$ cat config.mk
export PLATFORM = sky130hd
export DESIGN_NAME = rdx_redirect_ctrl
export DESIGN_NICKNAME = d
export VERILOG_FILES = /design/src/rtl/rdx_pkg.sv /design/src/rtl/rdx_target_adder.sv /design/src/rtl/rdx_arbiter.sv /design/src/rtl/rdx_state.sv /design/src/rtl/rdx_redirect_ctrl.sv
export SDC_FILE = /design/constraint.sdc
export NUM_CORES = 1
export LEC_CHECK = 0
export BUFFER_PORTS_ARGS = -buffer_cell sky130_fd_sc_hd__clkbuf_2
export CAP_MARGIN = 30
export CORE_MARGIN = 2
export CORE_UTILIZATION = 52
export CTS_BUF_LIST = sky130_fd_sc_hd__clkbuf_2
export DETAILED_ROUTE_END_ITERATION = 8
export GPL_TIMING_DRIVEN = 0
export MAX_ROUTING_LAYER = met4
export PLACE_DENSITY = 0.88
export SYNTH_ARGS = -nofsm -noshare
export SYNTH_HDL_FRONTEND = slang
export SYNTH_SLANG_ARGS = --single-unit
$ cat constraint.sdc
create_clock -name clk -period 3.5 [get_ports clk]
set_input_delay 0.525 -clock clk [delete_from_list [all_inputs] [get_ports clk]]
set_output_delay 0.525 -clock clk [all_outputs]
set_load 0.01 [all_outputs]
$ cat src/rtl/rdx_pkg.sv
package rdx_pkg;
  localparam int NSTG    = 6;
  localparam int STG_IF  = 0;
  localparam int STG_ID  = 1;
  localparam int STG_MEM = 4;

  typedef enum logic [1:0] {
    EV_NONE   = 2'd0,
    EV_BRANCH = 2'd1,
    EV_TRAP   = 2'd2,
    EV_RETURN = 2'd3
  } redir_e;
endpackage

$ cat src/rtl/rdx_target_adder.sv
module rdx_target_adder #(
  parameter int PW = 32
) (
  input  logic [PW-1:0] base,
  input  logic [PW-1:0] off,
  output logic [PW-1:0] target
);
  // Dedicated decode-side adder: wraps modulo 2^PW.
  assign target = base + off;
endmodule

$ cat src/rtl/rdx_arbiter.sv
module rdx_arbiter
  import rdx_pkg::*;
(
  input  logic            br_taken,
  input  logic            mem_valid,
  input  logic            mem_fault,
  input  logic            mem_rfi,
  input  logic            irq,
  input  logic            priv,
  output redir_e          ev,
  output logic [NSTG-1:0] squash
);
  localparam int KW = $clog2(NSTG);

  logic          trap_req, ret_req;
  logic          kill_en;
  logic [KW-1:0] kill_top;

  // Older events (MEM) beat younger ones (ID).
  assign trap_req = mem_valid && !priv && (mem_fault || irq);
  assign ret_req  = mem_valid && priv && mem_rfi;

  always_comb begin
    ev = EV_NONE;
    if (trap_req)      ev = EV_TRAP;
    else if (ret_req)  ev = EV_RETURN;
    else if (br_taken) ev = EV_BRANCH;
  end

  // Highest stage index to kill; everything from IF up to it is squashed.
  always_comb begin
    kill_en  = 1'b1;
    kill_top = KW'(STG_IF);
    unique case (ev)
      EV_TRAP:   kill_top = KW'(STG_MEM);
      EV_RETURN: kill_top = KW'(STG_MEM - 1);
      EV_BRANCH: kill_top = KW'(STG_ID - 1);
      default:   kill_en  = 1'b0;
    endcase
  end

  for (genvar s = 0; s < NSTG; s++) begin : g_sq
    assign squash[s] = kill_en && (KW'(s) <= kill_top);
  end
endmodule

$ cat src/rtl/rdx_state.sv
module rdx_state
  import rdx_pkg::*;
#(
  parameter int          PW       = 32,
  parameter int          SW       = 8,
  parameter logic [PW-1:0] RESET_PC = '0,
  parameter logic [PW-1:0] VECTOR   = '0,
  parameter int          STEP     = 4
) (
  input  logic          clk,
  input  logic          rst_n,
  input  redir_e        ev,
  input  logic [PW-1:0] br_target,
  input  logic [PW-1:0] mem_pc,
  input  logic [SW-1:0] status_i,
  output logic [PW-1:0] fetch_pc,
  output logic [PW-1:0] epc,
  output logic [SW-1:0] estat,
  output logic          priv
);
  logic [PW-1:0] pc_nxt;

  always_comb begin
    unique case (ev)
      EV_TRAP:   pc_nxt = VECTOR;
      EV_RETURN: pc_nxt = epc;
      EV_BRANCH: pc_nxt = br_target;
      default:   pc_nxt = fetch_pc + PW'(STEP);
    endcase
  end

  always_ff @(posedge clk) begin
    if (!rst_n) begin
      fetch_pc <= RESET_PC;
      epc      <= '0;
      estat    <= '0;
      priv     <= 1'b0;
    end else begin
      fetch_pc <= pc_nxt;
      if (ev == EV_TRAP) begin
        epc   <= mem_pc;
        estat <= status_i;
        priv  <= 1'b1;
      end else if (ev == EV_RETURN) begin
        priv  <= 1'b0;
      end
    end
  end
endmodule

$ cat src/rtl/rdx_redirect_ctrl.sv
module rdx_redirect_ctrl
  import rdx_pkg::*;
#(
  parameter int            PW       = 32,
  parameter int            SW       = 8,
  parameter logic [PW-1:0] RESET_PC = 32'h0000_1000,
  parameter logic [PW-1:0] VECTOR   = 32'h0000_0080,
  parameter int            STEP     = 4
) (
  input  logic          clk,
  input  logic          rst_n,
  input  logic          id_br_taken,
  input  logic [PW-1:0] id_pc,
  input  logic [PW-1:0] id_off,
  input  logic          mem_valid,
  input  logic [PW-1:0] mem_pc,
  input  logic          mem_fault,
  input  logic          mem_rfi,
  input  logic          irq,
  input  logic [SW-1:0] status_i,
  output logic [PW-1:0] fetch_pc_o,
  output logic [5:0]    squash_o,
  output logic          priv_o,
  output logic [PW-1:0] epc_o,
  output logic [SW-1:0] estat_o,
  output logic          restore_o
);
  redir_e        ev;
  logic [PW-1:0] br_target;

  rdx_target_adder #(.PW(PW)) u_add (
    .base   (id_pc),
    .off    (id_off),
    .target (br_target)
  );

  rdx_arbiter u_arb (
    .br_taken  (id_br_taken),
    .mem_valid (mem_valid),
    .mem_fault (mem_fault),
    .mem_rfi   (mem_rfi),
    .irq       (irq),
    .priv      (priv_o),
    .ev        (ev),
    .squash    (squash_o)
  );

  rdx_state #(
    .PW(PW), .SW(SW), .RESET_PC(RESET_PC), .VECTOR(VECTOR), .STEP(STEP)
  ) u_st (
    .clk       (clk),
    .rst_n     (rst_n),
    .ev        (ev),
    .br_target (br_target),
    .mem_pc    (mem_pc),
    .status_i  (status_i),
    .fetch_pc  (fetch_pc_o),
    .epc       (epc_o),
    .estat     (estat_o),
    .priv      (priv_o)
  );

  assign restore_o = (ev == EV_RETURN);
endmodule

Word level (Yosys, flattened, before mapping):

Index checks and enable logic that the tools add are counted.

* register bits: 73
* output and inout bits: 80
* bits of input ports: 111
* word-level logic and storage cells: 37

* muxes and demuxes: 8
* reduce and logical (&&, ||, !) cells: 14
* equality and inequality tests: 3
* add/sub/neg operators: 2
* order comparisons: 6

Operators with widths (number)
* case mux 32 bit (3 select lines): 1
* adder 32 x 3 -> 32 bit, second input constant: 1
* adder 32 bit: 1
* logical AND 1 bit: 10
* <= comparator 1 x 3 -> 1 bit, first input constant: 2
* <= comparator 2 x 3 -> 1 bit, first input constant: 2
* <= comparator 3 bit, first input constant: 2
* case mux 3 bit (2 select lines): 1
* equality test 2 bit, second input constant: 2
* two-way mux 1 bit: 4
* two-way mux 2 bit: 2
* OR reduction 3 bit: 1
* equality test 2 x 1 -> 1 bit, second input constant: 1
* nonzero test 2 bit: 1
* logical NOT 1 bit: 1
* logical OR 1 bit: 1

Logic depth before layout (Yosys ltp):

* depth in word-level cells: 8
* gate-level depth with buffers: 10
* gate-level depth less buffers: 9

Cells and area by module:

From an unflattened synthesis, not the netlist that was laid out.

* cells, all modules: 686
* area, all modules: 5343.9 µm²

Modules (own cells, without submodules)
* rdx_state: cells an instance 430, area each 3497.1 µm², times used 1
* rdx_target_adder: cells an instance 241, area each 1744.2 µm², times used 1
* rdx_arbiter: cells an instance 14, area each 96.3 µm², times used 1
* rdx_redirect_ctrl: cells an instance 1, area each 6.3 µm², times used 1

Worst setup path after synthesis:

No wires, ideal clock.

* path type: input to register
* start point: in id_pc[0]
* end point: reg u_st.fetch_pc[24]
* stages on the path: 9
* path buffers: 0
* library setup time: 118 ps
* path slack: 899 ps
* arrival: 2483 ps
* required time: 3382 ps
* cells stage by stage: ha_1 fa_1 a211oi_2 o21ai_2 o2111ai_4 a21oi_2 or4_1 a32oi_1 nor2_1

* word-level cells in the longest chain between the ends: 2

RTL lines
* start, declared: RTL line rdx_redirect_ctrl.sv:13 `input logic [PW-1:0] id_pc,`
* adder 32 bit: RTL line rdx_target_adder.sv:9 `assign target = base + off;`
* case mux 32 bit (3 select lines): RTL line rdx_state.sv:24 `unique case (ev)`
* end signal, assigned: RTL line rdx_state.sv:39 `fetch_pc <= pc_nxt;`
* end, declared: RTL line rdx_state.sv:16 `output logic [PW-1:0] fetch_pc,`

Every way passes these cells.
A chain may end at the register's enable or synchronous reset.

Final worst setup path:

* start point: reg u_st.priv
* end point: out squash_o[2]

* word-level cells in the longest chain between the ends: 8

RTL lines
* start, declared: RTL line rdx_state.sv:19 `output logic priv`
* start signal, assigned: RTL line rdx_state.sv:37 `priv <= 1'b0;`
* start signal, assigned: RTL line rdx_state.sv:43 `priv <= 1'b1;`
* start signal, assigned: RTL line rdx_state.sv:45 `priv <= 1'b0;`
* logical AND 1 bit / logical NOT 1 bit (equally long branches): RTL line rdx_arbiter.sv:21, rdx_arbiter.sv:20
* logical AND 1 bit, on equally long branches: RTL line rdx_arbiter.sv:21, rdx_arbiter.sv:20
* two-way mux 2 bit / logical AND 1 bit (equally long branches): RTL line rdx_arbiter.sv:26, rdx_arbiter.sv:20
* two-way mux 2 bit (*): RTL line rdx_arbiter.sv:25 `if (trap_req) ev = EV_TRAP;`
* equality test 2 bit / equality test 2 x 1 -> 1 bit (equally long branches): RTL line rdx_arbiter.sv:34 `unique case (ev)`
* case mux 3 bit (2 select lines) / OR reduction 3 bit (equally long branches)
* <= comparator 2 x 3 -> 1 bit / two-way mux 1 bit (equally long branches): RTL line rdx_arbiter.sv:43, rdx_arbiter.sv:34
* logical AND 1 bit (*): RTL line rdx_arbiter.sv:43 `assign squash[s] = kill_en && (KW'(s) <= kill_top);`
* end, declared: RTL line rdx_redirect_ctrl.sv:22 `output logic [5:0] squash_o,`

Mark *: on every way between the ends. The rest lies on a longest branch, timed or not.

==> summary.md <==
| Metric | Value |
|---|---|
| Final number of hold-violating endpoints | 0 |
| Pre-antenna DRT Iters | 6 |
| Syn_nets | 849 |
| Asr flop ratio synth | 0% |
| Unrepaired setup endpoints after global routing | no |
| Setup Crit Path Kind | reg2out |
| Power Dens Cells | 350 nW/um2 |
| Tot GR Track Use | 32.8% |
| Multi-input logic area | 3630 um2 |
| P&R area growth vs syn | 22.9% |
| DP HPWL | 14.3 mm |
| Via count | 6121 |
| Setup Skew | 0.0202 ns |
| Hold buffers post-CTS | 0 |
| Mapped Area | 5330 um2 |
| Die W | 105 um |
| # DRC | 0 |
| Peak fanout along the critical path | 9 |
| Yosys reg bits | 73 |
| CTS Sinks | 73 |
| Slew @ Worst Pin | 0.707 ns |
| Gate Count Post-Synth | 705 |
| Crit path max-delay family | buffers and inverters |
| Critical Path End Type | primary output |
| Lkg Pwr | 2.90 nW |
| Drt total wl | 17.9 mm |
| Max Freq | 314 MHz |
| Register Area | 1460 um2 |
| Final Critical Period | 3.18 ns |
| Antenna violations before repair | 0 |
| Slowest-stage cell, CP | nor2_1 |
| CP cell instances | nand3_1 > clkinv_1 > nor2_1 > inv_1 > buf_4 > clkbuf_2 |
| Post CTS Setup Buffer Count | 0 |
| Post-synth EDFFs | 0 |
| CP bufs+invs | 4 |
| Final setup vio count | 0 |
| Count of final max-slew check failures | 0 |
| Largest net degree at the start of global routing | 16 |
| DIE AREA | 11100 um2 |
| Max stage delay on crit path | 0.51 ns |
| H-tree depth | 3 |
| CTS tree | built |
| FP Rows | 36 |
| Clock Path Buffers | 2 |
| Antenna diodes | 0 |
| Sequential-to-total area share from yosys stat | 27.4% |
| CTS Buf Count | 9 |
| Reg-to-reg slack, setup | 0.94 ns |
| Post-route ant nets | 0 |
| Max-Slew Margin vs Limit | 52.8% |
| Initial DRC count | 559 |
| Wire per inst | 17.2 um |
| Avg Inst Size Synth | 7.56 um2 |
| Period utilization | 90.9% |
| WP data required | 2.97 ns |
| GPL Wtd Cong | 0.997 |
| Unique masters post-synth | 70 |
| IO Port Bufs | 188 |
| Filler cells | 923 |
| Die Span Y | 105 um |
| Ports | 191 |
| Vias in the first global route | 5670 |
| Worst-skew pair later-pin latency | 0.53 ns |
| Synth warn | 0 |
| Min-delay worst type | in2reg |
| Global-route wire length before repair | 28.2 mm |
| Clk slew on worst S/H paths | 0.26 ns |
| Top FF cell, synth | dfxtp_1 |
| Outcome | complete, no violations |
| Layout cells sized above 1 | 25.9% |
| CP Launch Type | flip-flop |
| Post-CTS resize count | 0 |
| Max-Cap Viols | 0 |
| Core ar. | 9860 um2 |
| Nets | 1049 |
| Max VDD drop | 0.000195 V |
| Initial core utilization | 54.0% |
| Final Core Density | 66.4% |
| Via density | 5.87 |
| Worst EP arrival | 2.66 ns |
| Root buffer cell | clkbuf_2 |
| Setup TNS | 0 ns |
| Overflow after GRT | 0 |
## path summary, 6_finish.rpt
kind	startpoint	endpoint	cells after the start
min reg2reg	u_st.estat[1]	u_st.estat[1]	2
min	mem_pc[25]	u_st.epc[25]	3
max reg2reg	u_st.priv	u_st.fetch_pc[25]	7
max	u_st.priv	squash_o[2]	6
## layer usage
metal | share of wire (%) | routed length, um | up-vias | GRT usage [%]
met5 | 0 | 0 | - | -
met4 | 2.7 | 480 | 0 | 9.71
met3 | 11 | 2040 | 45 | 6.05
met2 | 47 | 8340 | 355 | 52.4
met1 | 39 | 7060 | 2776 | 42.2
li1 | - | - | 2945 | -
## through the flow
step           cell area, um2  hold WS [ns]  setup WS [ns]  power (mW)  instances
3_5_place_dp             6440         0.460          0.514        1.80       1027
6_report                 6550         0.172          0.319        2.29       1043
3_3_place_gp             6430         0.452          0.517        1.79       1026
2_1_floorplan            5330         0.487          0.899        1.49        705
5_1_grt                  6550         0.152          0.176        2.41       1043
4_1_cts                  6550         0.167          0.356        2.26       1043
## Yosys cell counts (all sizes together) (4+ instances only)
cell type  count  area [um2]
o211ai         9        67.6
nor2          44         173
nor3          16        96.4
inv           12        45.0
o221ai        10        87.6
clkbuf        30         115
ha            32         400
nand3         14        70.1
xor2          21         184
xnor2         28         245
a31oi         10        62.6
a21oi         54         278
nand2        142         533
a21o          13        97.6
nand4         22         144
a21boi        44         330
and3           6        37.5
nor2b          6        37.5
nor4           4        31.3
o21ai         42         214
dfxtp         73        1460
and2           4        25.0
o2111ai        4        52.6
a211oi         7        57.6
buf           11        63.8
## cells in the final DEF (no fill, tap or decap), types with 6 or more instances in the layout
cell and count:
a211oi_1 6, a21boi_0 44, a21o_1 13, a21oi_1 52, a31oi_1 10, and3_1 6, buf_2 7, clkbuf_1 28
clkbuf_2 199, dfxtp_1 73, ha_1 32, inv_1 11, nand2_1 142, nand3_1 14, nand4_1 21, nor2_1 43
nor2b_1 6, nor3_1 14, o211ai_1 9, o21ai_0 38, o221ai_1 10, xnor2_1 28, xor2_1 21
## worst register-to-register path, stage by stage (launching register included)
cell and delay (ns):
dfxtp_1 0.41, nand3_1 0.16, clkinv_1 0.31, nor2_1 0.51, inv_1 0.38, nor4_1 0.34
o21ai_0 0.15, a21oi_1 0.22
## power by group
part / switching [mW] / internal (mW) / total, mW
Sequential: 0.0782 / 0.903 / 0.981
Combinational: 0.496 / 0.335 / 0.831
Clock: 0.370 / 0.109 / 0.478
## cell families after synthesis
family,count (synthesis),synth area share (%)
and+or+nand+nor,269,23.3
AOI/OAI and AO/OA,222,28.2
DFF,73,27.4
buffers and inverters,55,4.44
xor gates and xnor gates,49,8.06
adders and majority gates,33,7.89
muxes,3,0.587
other,1,0.0704
## registers in the layout (all words and copies together), names as in the netlist
register and cells:
u_st.priv 1, u_st.fetch_pc 32, u_st.epc 32, u_st.estat 8
## final cells by class
type,count,share of cell area (%)
Multi-Input combinational cell,577,55.4
Sequential cell,73,22.3
Timing Repair Buffer,189,14.4
Buffer,41,2.73
Tap cell,133,2.54
Clock inverter,7,0.956
Inverter,14,0.879
Clock buffer,9,0.688
Note: power is estimated with default switching activity, not from simulation.
